File: src/rtl/hib_pkg.sv
package hib_pkg;
    localparam int DW      = 32;
    localparam int REQ_BIT = 31;
    localparam int DIS_BIT = 30;
    localparam int REJ_BIT = 0;

    typedef enum logic [1:0] {
        PS_RESET = 2'd0,
        PS_RUN   = 2'd1,
        PS_HIB   = 2'd2
    } pstate_e;

    typedef struct packed {
        logic req;
        logic lock;
        logic rej;
    } ctrl_t;

    function automatic logic [DW-1:0] pack_ctrl(input ctrl_t c);
        logic [DW-1:0] v;
        v = '0;
        v[REQ_BIT] = c.req;
        v[DIS_BIT] = c.lock;
        v[REJ_BIT] = c.rej;
        return v;
    endfunction
endpackage

File: src/rtl/hib_stab.sv
module hib_stab #(
    parameter int STAB_CYC = 31250
) (
    input  logic clk,
    input  logic rst,
    input  logic clr,
    input  logic supply_ok,
    output logic stab_done
);
    localparam int CW = $clog2(STAB_CYC + 1);
    localparam logic [CW-1:0] LIMIT = CW'(STAB_CYC);

    logic [CW-1:0] cnt_q;

    always_ff @(posedge clk) begin
        if (rst || clr || !supply_ok)
            cnt_q <= '0;
        else if (cnt_q != LIMIT)
            cnt_q <= cnt_q + 1'b1;
    end

    assign stab_done = (cnt_q == LIMIT);


    supply_restart_chk: assert property (@(posedge clk) disable iff (rst)
        !supply_ok |=> !stab_done);
endmodule

File: src/rtl/hib_fsm.sv
module hib_fsm
    import hib_pkg::*;
#(
    parameter int NWAKE = 4
) (
    input  logic             clk,
    input  logic             rst,
    input  logic             ext_rst_n,
    input  logic             por_req,
    input  logic             bod_req,
    input  logic [NWAKE-1:0] wake_src,
    input  logic [NWAKE-1:0] wake_en,
    input  logic             rtc_alarm,
    input  logic             go_hib,
    output pstate_e          state,
    output logic             rst_cond,
    output logic             wake_evt
);
    pstate_e st_q;

    assign rst_cond = !ext_rst_n || por_req || (bod_req && st_q != PS_HIB);
    assign wake_evt = (st_q == PS_HIB) && ((|(wake_src & wake_en)) || rtc_alarm);

    always_ff @(posedge clk) begin
        if (rst || rst_cond)
            st_q <= PS_RESET;
        else begin
            unique case (st_q)
                PS_RESET: st_q <= PS_RUN;
                PS_RUN:   if (go_hib) st_q <= PS_HIB;
                PS_HIB:   if (wake_evt) st_q <= PS_RUN;
                default:  st_q <= PS_RESET;
            endcase
        end
    end

    assign state = st_q;


    rtc_wake_chk: assert property (@(posedge clk) disable iff (rst)
        (st_q == PS_HIB && rtc_alarm) |=> (st_q != PS_HIB));

    pin_reset_chk: assert property (@(posedge clk) disable iff (rst)
        (!ext_rst_n || por_req) |=> (st_q == PS_RESET));
endmodule

File: src/rtl/hib_regs.sv
module hib_regs
    import hib_pkg::*;
#(
    parameter int NWAKE = 4
) (
    input  logic             clk,
    input  logic             rst,
    input  logic             clr,
    input  pstate_e          state,
    input  logic             stab_done,
    input  logic             wake_evt,
    input  logic             reg_wr,
    input  logic             reg_sel,
    input  logic [DW-1:0]    reg_wdata,
    output logic [DW-1:0]    reg_rdata,
    output logic [NWAKE-1:0] wake_en,
    output logic             go_hib
);
    ctrl_t            ctrl_q;
    logic [NWAKE-1:0] wen_q;
    logic             ctrl_wr, ask, refuse;

    assign ctrl_wr = reg_wr && !reg_sel;
    assign ask     = ctrl_wr && reg_wdata[REQ_BIT] && (state == PS_RUN);
    assign go_hib  = ask && !ctrl_q.lock && !reg_wdata[DIS_BIT] && stab_done;
    assign refuse  = ask && !go_hib;

    always_ff @(posedge clk) begin
        if (rst || clr) begin
            ctrl_q <= '0;
            wen_q  <= '0;
        end else begin
            if (go_hib)
                ctrl_q.req <= 1'b1;
            else if (wake_evt)
                ctrl_q.req <= 1'b0;
            if (ctrl_wr && reg_wdata[DIS_BIT])
                ctrl_q.lock <= 1'b1;
            if (refuse)
                ctrl_q.rej <= 1'b1;
            else if (ctrl_wr && reg_wdata[REJ_BIT])
                ctrl_q.rej <= 1'b0;
            if (reg_wr && reg_sel)
                wen_q <= reg_wdata[NWAKE-1:0];
        end
    end

    assign wake_en   = wen_q;
    assign reg_rdata = reg_sel ? {{(DW-NWAKE){1'b0}}, wen_q} : pack_ctrl(ctrl_q);


    lock_sticky_chk: assert property (@(posedge clk) disable iff (rst)
        (ctrl_q.lock && !clr) |=> ctrl_q.lock);

    locked_refuse_chk: assert property (@(posedge clk) disable iff (rst)
        (ctrl_q.lock && !clr) |=> !$rose(ctrl_q.req));
endmodule

File: src/rtl/hib_ctrl_top.sv
module hib_ctrl_top
    import hib_pkg::*;
#(
    parameter int NWAKE    = 4,
    parameter int STAB_CYC = 31250
) (
    input  logic             clk,
    input  logic             rst,
    input  logic             ext_rst_n,
    input  logic             por_req,
    input  logic             bod_req,
    input  logic             supply_ok,
    input  logic [NWAKE-1:0] wake_src,
    input  logic             rtc_alarm,
    input  logic             reg_wr,
    input  logic             reg_sel,
    input  logic [31:0]      reg_wdata,
    output logic [31:0]      reg_rdata,
    output logic             hib_active,
    output logic             dbg_disc,
    output logic             bod_mon_en,
    output logic             in_reset
);
    pstate_e          state;
    logic             rst_cond, wake_evt, go_hib, stab_done;
    logic [NWAKE-1:0] wake_en;

    hib_fsm #(.NWAKE(NWAKE)) fsm_i (
        .clk(clk), .rst(rst), .ext_rst_n(ext_rst_n), .por_req(por_req),
        .bod_req(bod_req), .wake_src(wake_src), .wake_en(wake_en),
        .rtc_alarm(rtc_alarm), .go_hib(go_hib), .state(state),
        .rst_cond(rst_cond), .wake_evt(wake_evt)
    );

    hib_stab #(.STAB_CYC(STAB_CYC)) stab_i (
        .clk(clk), .rst(rst), .clr(rst_cond),
        .supply_ok(supply_ok), .stab_done(stab_done)
    );

    hib_regs #(.NWAKE(NWAKE)) regs_i (
        .clk(clk), .rst(rst), .clr(rst_cond), .state(state),
        .stab_done(stab_done), .wake_evt(wake_evt), .reg_wr(reg_wr),
        .reg_sel(reg_sel), .reg_wdata(reg_wdata), .reg_rdata(reg_rdata),
        .wake_en(wake_en), .go_hib(go_hib)
    );

    assign hib_active = (state == PS_HIB);
    assign dbg_disc   = (state == PS_HIB);
    assign bod_mon_en = (state != PS_HIB);
    assign in_reset   = (state == PS_RESET);


    entry_window_chk: assert property (@(posedge clk) disable iff (rst)
        $rose(hib_active) |-> $past(stab_done));

    req_tracks_state_chk: assert property (@(posedge clk) disable iff (rst)
        hib_active |-> reg_rdata[REQ_BIT] || reg_sel);

    bod_ignored_chk: assert property (@(posedge clk) disable iff (rst)
        (hib_active && bod_req && ext_rst_n && !por_req) |=> !in_reset);
endmodule

File: config.mk
export PLATFORM = sky130hd
export DESIGN_NAME = hib_ctrl_top
export DESIGN_NICKNAME = d
export VERILOG_FILES = /design/src/rtl/hib_pkg.sv /design/src/rtl/hib_stab.sv /design/src/rtl/hib_fsm.sv /design/src/rtl/hib_regs.sv /design/src/rtl/hib_ctrl_top.sv
export SDC_FILE = /design/constraint.sdc
export NUM_CORES = 1
export LEC_CHECK = 0
export CORE_UTILIZATION = 40
export DETAILED_ROUTE_END_ITERATION = 16
export DONT_BUFFER_PORTS = 1
export PLACE_DENSITY = 0.59
export SYNTH_ARGS = -nofsm -noshare
export SYNTH_HDL_FRONTEND = slang
export SYNTH_SLANG_ARGS = --single-unit
File: constraint.sdc
create_clock -name clk -period 2.5 [get_ports clk]
set_clock_uncertainty 0.15 [all_clocks]
set_input_delay 0.375 -clock clk [delete_from_list [all_inputs] [get_ports clk]]
set_output_delay 0.375 -clock clk [all_outputs]
set_load 0.1 [all_outputs]
==> impl_results.md, run 1 <==
- Outcome: completed
- MaxCap Viol Count: 0
- Synth cell types: 36
- Achievable Freq: 466 MHz
- Drt total wl: 2.32 mm
- CP max stage delay: 0.51 ns
- Register area share after synthesis: 0.359
- Register share of total power: 0.449
- Post-DR vias/cell: 4.70
- P_leak: 0.476 nW
- Vias: 1025
- TritonCTS clock tree: done
- Post-CTS Resized: 0
- Sw frac: 0.354
- IO Count: 81
- Fin crit share: 0.858
- Placement Cell Area: 0.00137 mm2
- Hold buffer count at CTS: 0
- DR WL/cell: 10.6 um
- Core area: 0.00313 mm2
- Cell taking the most area after synthesis: dfxtp_1
- Fill cells: 327
- Crit. End Element: flop
- Met2 wire len: 1.17 mm
- Post-Synthesis Cell Area: 0.00134 mm2
- RSZ-0062 raised after global routing: false
- Layout cells sized above 1: 0.126
- CP required: 2.60 ns
- Post-synth top area share: 0.359
- Slowest cell on crit path: or4b_1
- # setup viols final: 0
- Clock power frac: 0.329
- Largest net degree at the start of global routing: 16
- Antenna fix cells: 0
- Synth Register Bits: 24
- Slew of the pin with the lowest slew margin: 0.652 ns
- # rows: 20
- Total Power: 0.000857 W
- Final Max Tran Viols: 0
- Max H-tree Level: 1
- Int Pwr: 0.000553 W
- Sequence of cells on the critical path: or4b_1, or4_1, or3_1, a21oi_1
- DR pass1 iterations: 4
- Yosys warns: 0
- Clock root cell: clkbuf_4
- Clock latency on the worst-skew pair: 0.31 ns
- Post-synthesis cell count: 165
- Combinational share of power: 0.222
- Area of the die: 0.00359 mm2
- Initial antenna violation count: 0
- Area of all placed cells without fillers: 0.00142 mm2
- Vias in the first global route: 961
- Gr ovfl total: 0
- Switch Pwr: 0.000304 W
- Final nets: 222
- I/O Buffers: 0
- Drt initial violations: 61
- Remaining DRCs: 0
- Total GRT Usage: 0.146
- Post-detail-place hpwl: 1.87 mm
- Final min period: 2.15 ns
- Startpoint Class: flop
- Final ANT Viol Nets: 0
- Met1 Wirelength: 1.02 mm
- Synth Area per Inst: 8.12 um2
- Number of setup buffers added after CTS: 0
- Die X: 59.9 um
- Hold Crit Class: in -> reg
- CP arrival: 2.25 ns
- Routed wl met3: 110 um
- Top routing layer used: met4
- First-pass GRT wire length: 3.97 mm
- Starting Density: 0.428
- IR drop worst, VDD: 0.280 mV
- Crit Path Category: reg -> reg
- Clock tree buffer depth: 2
- Gpl congestion: 0.760
- TNS Setup: 0 ns
- Top cells by area, synth: dfxtp_1 (36%), buf_4 (15%), a21oi_1 (5.2%)
- Relative slew slack: 0.562
- Pwr Density: 603 mW/mm2
- CTS Sinks: 24
- Final hold violation count: 0
- CTS Buf Count: 3
- Die Y: 59.9 um
- R2r setup slk: 0.35 ns
- Clock-pin transition on the worst setup and hold timing paths: 0.14 ns
- Critical path peak fanout: 7
- Area Growth Syn to Fin: 5.98%
path summary, 6_finish.rpt:
check	startpoint	to	cells after the start
setup / recovery	stab_i.cnt_q[2]$_SDFFE_PP0P_	regs_i.ctrl_q[2]$_SDFFE_PP0P_	4
setup reg to reg	stab_i.cnt_q[2]$_SDFFE_PP0P_	regs_i.ctrl_q[2]$_SDFFE_PP0P_	4
hold / removal	reg_wdata[2]	regs_i.wake_en[2]$_SDFFE_PP0P_	2
hold reg to reg	regs_i.ctrl_q[0]$_SDFFE_PP0P_	regs_i.ctrl_q[0]$_SDFFE_PP0P_	2
layout make-up:
| type | instances | area, um2 | share of cell area |
|---|---|---|---|
| clock buffers | 3 | 22.5 | 0.0159 |
| clock inverters | 1 | 30.0 | 0.0211 |
| inverters | 7 | 30.0 | 0.0211 |
| multi-input cells | 129 | 727 | 0.512 |
| flip-flops and latches | 24 | 480 | 0.338 |
| well taps | 44 | 55.1 | 0.0388 |
| repair buffers | 10 | 75.1 | 0.0529 |
stage by stage:
step	std cells	util	setup slack [ns]	hold WS [ns]
final	218	0.454	0.355	0.0368
after global routing	218	0.454	0.255	0.0179
after CTS	218	0.454	0.331	0.0198
after detailed placement	214	0.437	0.367	0.304
after global placement	214	0.437	0.421	0.298
after floorplan	190	-	0.0814	0.279
layout by cell type, fill, tap and decap left out, drive strengths merged, types with 3 or more instances in the layout:
cell type	instances
a21oi	14
and2	4
buf	10
clkbuf	3
conb	26
dfxtp	24
inv	6
nand2	12
nand3	10
nor2	14
nor2b	3
nor4	4
o21ai	4
or3	4
xnor2	8
metal layers:
metal  vias up  GRT usage
li1        527          -
met4         0     0.0299
met5         -          0
met3         2     0.0519
met1       469      0.164
met2        27      0.262
cell usage after synthesis:
cell type and instances:
clkbuf_1 2, nor2b_1 3, or3_1 4, o211ai_1 1, nand3_1 10, o21ai_1 1, nand4bb_1 2, nand4_1 2
or2b_1 1, buf_4 27, and2_0 1, xnor2_1 8, mux2_2 1, nor2_1 14, inv_1 7, dfxtp_1 24
and2_1 3, buf_2 1, or4_1 2, o21ai_0 3, xor2_1 2, o31ai_1 2, ha_1 2, or4b_1 1
a211oi_1 1, nor4_1 4, conb_1 1, nor3_1 2, nand3b_1 1, nand2_1 12, nand2b_1 1, or2_2 2
a222oi_1 1, nor3b_1 1, a21oi_1 14, o21bai_1 1
power groups by stage:
stage	registers (W)	clock network (W)	logic, W
2_1_floorplan	0.000393	0	0.000220
3_3_place_gp	0.000393	0	0.000189
3_5_place_dp	0.000393	0	0.000190
4_1_cts	0.000385	0.000293	0.000190
5_1_grt	0.000386	0.000307	0.000196
6_report	0.000385	0.000282	0.000190
cell families after synthesis:
logic type               count (synthesis)  share of synthesized area
AO/OA/AOI/OAI                           24                      0.103
XOR/XNOR                                10                     0.0654
adder cells (fa/ha/maj)                  2                     0.0187
buffers and inverters                   37                      0.180
flip-flops                              24                      0.359
multiplexers                             1                    0.00840
other                                    1                    0.00280
AND/OR/NAND/NOR                         66                      0.263
flip-flops by register name, indices dropped and copies added (netlist names):
register,flops
regs_i.ctrl_q,3
stab_i.cnt_q,15
fsm_i.state,2
regs_i.wake_en,4
critical path, delay by kind of cell (launching register included):
| kind | cells | cell delay, ns |
|---|---|---|
| AND/OR/NAND/NOR | 3 | 1.41 |
| AO/OA/AOI/OAI | 1 | 0.14 |
| flip-flops | 1 | 0.38 |
No activity file was read; power rests on OpenSTA's default activity.
==> run 2: changes to the inputs <==
- CELL_PAD_IN_SITES_DETAIL_PLACEMENT: unset -> 0
- CELL_PAD_IN_SITES_GLOBAL_PLACEMENT: unset -> 1
- CORE_ASPECT_RATIO: unset -> 0.9
- PLACE_DENSITY: 0.59 -> 0.79
==> run 2 against run 1 <==
Clock power decreased by 20%. Total power decreased by 6.7%. Sequential share of layout area increased by 0.70 points. Critical endpoint is now fsm_i.state[1]$_SDFFE_PP0P_. Largest power group unchanged.
==> impl_results.md, run 2 (synthesized netlist as in run 1, its figures left out) <==
- Outcome: completed
- Startpoint Class: flop
- Commonest cells after routing, fill and taps aside: conb_1 (26), dfxtp_1 (24), a21oi_1 (14)
- CP required: 2.55 ns (-0.05 ns)
- CTS Buf Count: 3 (unchanged)
- Pwr Density: 575 mW/mm2 (-4.8%)
- Drt total wl: 2.34 mm (+0.95%)
- Drt initial violations: 59 (-3.3%)
- Layout cells sized above 1: 0.111 (-0.0153)
- Die X: 63.0 um (+5.2%)
- DR WL/cell: 11.0 um (+3.3%)
- Crit Path Category: reg -> reg
- Max FFs per register: 15 (unchanged)
- Achievable Freq: 442 MHz (-5.1%)
- Area Growth Syn to Fin: 3.83%
- Core area: 0.00311 mm2 (-0.44%)
- Post-detail-place hpwl: 1.78 mm (-4.7%)
- Starting Density: 0.430 (+0.00189)
- # setup viols final: 0 (unchanged)
- Hold Crit Class: in -> reg
- I/O Buffers: 0 (unchanged)
- Total Power: 0.000800 W (-6.7%)
- Max H-tree Level: 1 (unchanged)
- Crit. End Element: flop
- Relative slew slack: 0.567 (+0.00479)
- Gpl congestion: 0.719 (-5.4%)
- Worst Hold End: regs_i.wake_en[0]$_SDFFE_PP0P_
- Hold buffer count at CTS: 0 (unchanged)
- TNS Setup: 0 ns (unchanged)
- Final ANT Viol Nets: 0 (unchanged)
- R2r setup slk: 0.24 ns (-0.12 ns)
- CP arrival: 2.31 ns (+0.06 ns)
- Register with the most flip-flops: stab_i.cnt_q
- Commonest non-fill, non-tap cell in the layout: conb_1
- Clock latency on the worst-skew pair: 0.27 ns (-0.04 ns)
- Fin crit share: 0.904 (+0.0462)
- Largest net degree at the start of global routing: 16 (unchanged)
- CTS Sinks: 24 (unchanged)
- TritonCTS clock tree: done
- Remaining DRCs: 0 (unchanged)
- R2r worst-path depth: 4 (unchanged)
- Initial antenna violation count: 0 (unchanged)
- Vias in the first global route: 851 (-11%)
- Clock tree buffer depth: 2 (unchanged)
- Die Y: 56.9 um (-5.0%)
- Gr ovfl total: 0 (unchanged)
- Final Max Tran Viols: 0 (unchanged)
- Hold Crit Start: reg_wdata[0]
- Area of the die: 0.00359 mm2 (about the same)
- First-pass GRT wire length: 3.83 mm (-3.5%)
- IR drop worst, VDD: 0.395 mV (+41%)
- Antenna fix cells: 0 (unchanged)
- P_leak: 0.460 nW (-3.4%)
- Final hold violation count: 0 (unchanged)
- RSZ-0062 raised after global routing: false
- Clock root cell: clkbuf_8
- Clock-pin transition on the worst setup and hold timing paths: 0.08 ns (-0.06 ns)
- IO Count: 81 (unchanged)
- MaxCap Viol Count: 0 (unchanged)
- Fill cells: 317 (-3.1%)
- Final core utilization: 0.447 (-0.00723)
- Number of setup buffers added after CTS: 0 (unchanged)
- Critical path peak fanout: 7 (unchanged)
- Post-DR vias/cell: 4.86 (+3.4%)
- Reg-to-Reg Start: stab_i.cnt_q[2]$_SDFFE_PP0P_
- Final min period: 2.26 ns (+0.115 ns)
- Final nets: 220 (-0.90%)
- Total GRT Usage: 0.137 (-0.00911)
- Hold slack: 0.0948 ns (+0.0580 ns)
- Vias: 1036 (+1.1%)
- Hold Path Depth: 2 (unchanged)
- # rows: 19 (-5.0%)
- Reg2reg end: fsm_i.state[1]$_SDFFE_PP0P_
- DR pass1 iterations: 4 (unchanged)
- Post-CTS Resized: 0 (unchanged)
- Slew of the pin with the lowest slew margin: 0.645 ns (-0.00714 ns)
run 2: power breakdown:
part           total [W]  leakage (nW)  switching [W]  internal, W
registers       0.000384         0.193     0.00000120     0.000383
logic           0.000190         0.245       0.000183   0.00000755
clock network   0.000225        0.0216       0.000117     0.000108
run 2: worst max-delay path, stage by stage, from the launching register on:
cell and delay [ns]:
dfxtp_1 0.36, or4b_1 0.53, or4_1 0.56, or3_1 0.46
a21oi_1 0.13
run 2: worst max path at each step:
stage                                  from                            end  slack (ns)  cells past startpoint
6_report       stab_i.cnt_q[2]$_SDFFE_PP0P_    fsm_i.state[1]$_SDFFE_PP0P_        0.24                      4
5_1_grt        stab_i.cnt_q[2]$_SDFFE_PP0P_  regs_i.ctrl_q[2]$_SDFFE_PP0P_        0.15                      4
4_1_cts        stab_i.cnt_q[2]$_SDFFE_PP0P_    fsm_i.state[1]$_SDFFE_PP0P_        0.24                      4
3_5_place_dp   stab_i.cnt_q[2]$_SDFFE_PP0P_    fsm_i.state[1]$_SDFFE_PP0P_        0.25                      4
3_3_place_gp   stab_i.cnt_q[2]$_SDFFE_PP0P_    fsm_i.state[1]$_SDFFE_PP0P_        0.28                      4
2_1_floorplan                       reg_sel                  reg_rdata[30]        0.08                      2
run 2: layout make-up:
class / instances / area (um2) / area share
Tap cell: 42 / 52.6 / 0.0378
Clock buffer: 3 / 41.3 / 0.0297
Multi-Input combinational cell: 129 / 727 / 0.522
Timing Repair Buffer: 8 / 60.1 / 0.0432
Inverter: 7 / 30.0 / 0.0216
Sequential cell: 24 / 480 / 0.345
run 2: per-stage QoR:
stage / std cells / area, um2 / setup WS [ns]
floorplan: 190 / 1450 / 0.0814
global placement: 210 / 1350 / 0.277
detailed placement: 210 / 1350 / 0.247
CTS: 213 / 1390 / 0.236
global route: 213 / 1390 / 0.153
finish: 213 / 1390 / 0.240
run 2: per-layer routing:
metal,routed length (um),global-route usage,vias up
met3,206,0.0488,4
li1,-,-,522
met1,1130,0.180,456
met4,33,0.0598,0
met2,970,0.200,54
met5,0,0,-
==> run 3: changes to the inputs <==
- CORE_ASPECT_RATIO: 0.9 -> 0.6
==> run 3 against run 2 <==
Die area increased by 0.20%. Clock-buffer cell count unchanged. Critical path depth unchanged. Global-route usage increased by 0.11 points. Worst hold slack improved by 0.0050 ns. Register-to-register slack got worse by 0.03 ns. Utilization increased by 1.4 points. Cell area unchanged. Fmax decreased by 1.1%. Sequential power about the same. Setup slack got worse by 0.025 ns. Highest routed layer unchanged.
==> impl_results.md, run 3 (synthesized netlist as in run 1, its figures left out) <==
- Max FFs per register: 15 (unchanged)
- Busiest metal layer after global routing: met1
- Hold buffer count at CTS: 0 (unchanged)
- Gpl congestion: 0.766 (+6.6%)
- MaxCap Viol Count: 0 (unchanged)
- CP required: 2.55 ns (about the same)
- Post-DR vias/cell: 4.77 (-1.8%)
- Layout cells sized above 1: 0.111 (unchanged)
- Commonest cells after routing, fill and taps aside: conb_1 (26), dfxtp_1 (24), a21oi_1 (14)
- CP arrival: 2.33 ns (+0.02 ns)
- Crit Path Category: reg -> reg
- Sequence of cells on the critical path: or4b_1, or4_1, or3_1, a21oi_1
- Die Y: 46.8 um (-18%)
- Number of setup buffers added after CTS: 0 (unchanged)
- Clock tree buffer depth: 2 (unchanged)
- Drt initial violations: 57 (-3.4%)
- Achievable Freq: 437 MHz (-1.1%)
- Clock-pin transition on the worst setup and hold timing paths: 0.08 ns (about the same)
- IR drop worst, VDD: 0.345 mV (-13%)
- Clock power frac: 0.281 (about the same)
- Finished Layout Cells: 213 (unchanged)
- Gr ovfl total: 0 (unchanged)
- Starting Density: 0.443 (+0.0132)
- Final Max Tran Viols: 0 (unchanged)
- M2 GR Usage: 0.186 (-0.0140)
- Sw frac: 0.377 (+0.000623)
- R2r worst-path depth: 4 (unchanged)
- Critical path peak fanout: 7 (unchanged)
- Placed cells: 210 (unchanged)
- Startpoint Class: flop
- CTS Buf Count: 3 (unchanged)
- Die X: 76.7 um (+22%)
- RSZ-0062 raised after global routing: false
- Drt total wl: 2.51 mm (+7.2%)
- Max H-tree Level: 1 (unchanged)
- Switch Pwr: 0.000302 W (+0.25%)
- Worst Hold End: regs_i.wake_en[2]$_SDFFE_PP0P_
- Commonest non-fill, non-tap cell in the layout: conb_1
- CP max stage delay: 0.57 ns (about the same)
- P_leak: 0.460 nW (unchanged)
- Final min period: 2.29 ns (+0.0255 ns)
- Met3 Usage GRT: 0.0447 (-0.00412)
- # rows: 15 (-4)
- # setup viols final: 0 (unchanged)
- Post-detail-place hpwl: 1.90 mm (+6.6%)
- Combinational share of power: 0.238 (about the same)
- Pwr Density: 575 mW/mm2 (about the same)
- Total Power: 0.000800 W (about the same)
- TNS Setup: 0 ns (unchanged)
- Post-CTS Resized: 0 (unchanged)
- Antenna fix cells: 0 (unchanged)
- R2r setup slk: 0.21 ns (-0.03 ns)
- Reg-to-Reg Start: stab_i.cnt_q[2]$_SDFFE_PP0P_
- Hold Crit Class: in -> reg
- DR pass1 iterations: 4 (unchanged)
- Clock latency on the worst-skew pair: 0.27 ns (about the same)
- I/O Buffers: 0 (unchanged)
- First-pass GRT wire length: 3.68 mm (-4.0%)
- Core area: 0.00302 mm2 (-3.0%)
- Total GRT Usage: 0.138 (+0.00112)
- Slew of the pin with the lowest slew margin: 0.711 ns (+0.0654 ns)
- Relative slew slack: 0.523 (-0.0439)
- Register with the most flip-flops: stab_i.cnt_q
- Hold Crit Start: reg_wdata[2]
- Clock root cell: clkbuf_8
- DR WL/cell: 11.8 um (+7.2%)
- IO Count: 81 (unchanged)
- Vias: 1017 (-1.8%)
- Remaining DRCs: 0 (unchanged)
- Final nets: 220 (unchanged)
- Global routing usage on met1: 0.199 (+0.0192)
- Area of all placed cells without fillers: 0.00139 mm2 (unchanged)
- Outcome: completed
- Int Pwr: 0.000498 W (about the same)
- Final ANT Viol Nets: 0 (unchanged)
- Hold Path Depth: 2 (unchanged)
- Area Growth Syn to Fin: 3.83% (unchanged)
- Placement Cell Area: 0.00135 mm2 (unchanged)
- Crit. End Element: flop
- Area of the die: 0.00359 mm2 (+0.20%)
- CTS Sinks: 24 (unchanged)
- Final hold violation count: 0 (unchanged)
- Largest net degree at the start of global routing: 16 (unchanged)
- TritonCTS clock tree: done
- Register share of total power: 0.480 (about the same)
- Slowest cell on crit path: or4_1
- Initial antenna violation count: 0 (unchanged)
- Vias in the first global route: 744 (-13%)
- Reg2reg end: regs_i.ctrl_q[2]$_SDFFE_PP0P_
- Fin crit share: 0.914 (+0.0102)
-- run 3: cell counts in the layout (fill, tap and decap cells not counted) --
Identical to the previous run, type by type.
-- run 3: layer usage --
layer  up-vias  wire, um
met3         4       145
met2        43       933
li1        524         -
met4         0        29
met5         -         0
met1       446      1400
-- run 3: worst max-delay path by stage --
stage / from / end / slack (ns) / depth (start not counted)
6_report: stab_i.cnt_q[2]$_SDFFE_PP0P_ / regs_i.ctrl_q[2]$_SDFFE_PP0P_ / 0.21 / 4
5_1_grt: stab_i.cnt_q[2]$_SDFFE_PP0P_ / regs_i.ctrl_q[2]$_SDFFE_PP0P_ / 0.15 / 4
4_1_cts: stab_i.cnt_q[2]$_SDFFE_PP0P_ / regs_i.ctrl_q[2]$_SDFFE_PP0P_ / 0.22 / 4
3_5_place_dp: stab_i.cnt_q[2]$_SDFFE_PP0P_ / regs_i.ctrl_q[2]$_SDFFE_PP0P_ / 0.23 / 4
3_3_place_gp: stab_i.cnt_q[2]$_SDFFE_PP0P_ / fsm_i.state[1]$_SDFFE_PP0P_ / 0.27 / 4
2_1_floorplan: reg_sel / reg_rdata[30] / 0.08 / 2
-- run 3: cell type report --
class	count	area [um2]
fill	300	1630
multi-input combinational	129	727
sequential	24	480
timing repair buffer	8	60.1
tap	42	52.6
clock buffer	3	41.3
inverter	7	30.0
-- run 3: metrics by stage --
step | worst slack, ns | util | hold slack (ns)
2_1_floorplan | 0.0814 | - | 0.279
3_3_place_gp | 0.273 | 0.447 | 0.298
3_5_place_dp | 0.234 | 0.447 | 0.299
4_1_cts | 0.217 | 0.460 | 0.0932
5_1_grt | 0.149 | 0.460 | 0.0893
6_report | 0.214 | 0.460 | 0.0998
-- run 3: critical path, delay by kind of cell, from the launching register on --
| family | cells | cell delay [ns] |
|---|---|---|
| compound gates | 1 | 0.14 |
| flops | 1 | 0.36 |
| simple gates | 3 | 1.57 |
-- run 3: power by group through the flow --
stage,logic [W],registers [W],clock network [W]
global placement,0.000190,0.000393,0
finish,0.000191,0.000384,0.000225
detailed placement,0.000190,0.000393,0
floorplan,0.000220,0.000393,0
CTS,0.000190,0.000384,0.000235
global route,0.000195,0.000385,0.000254
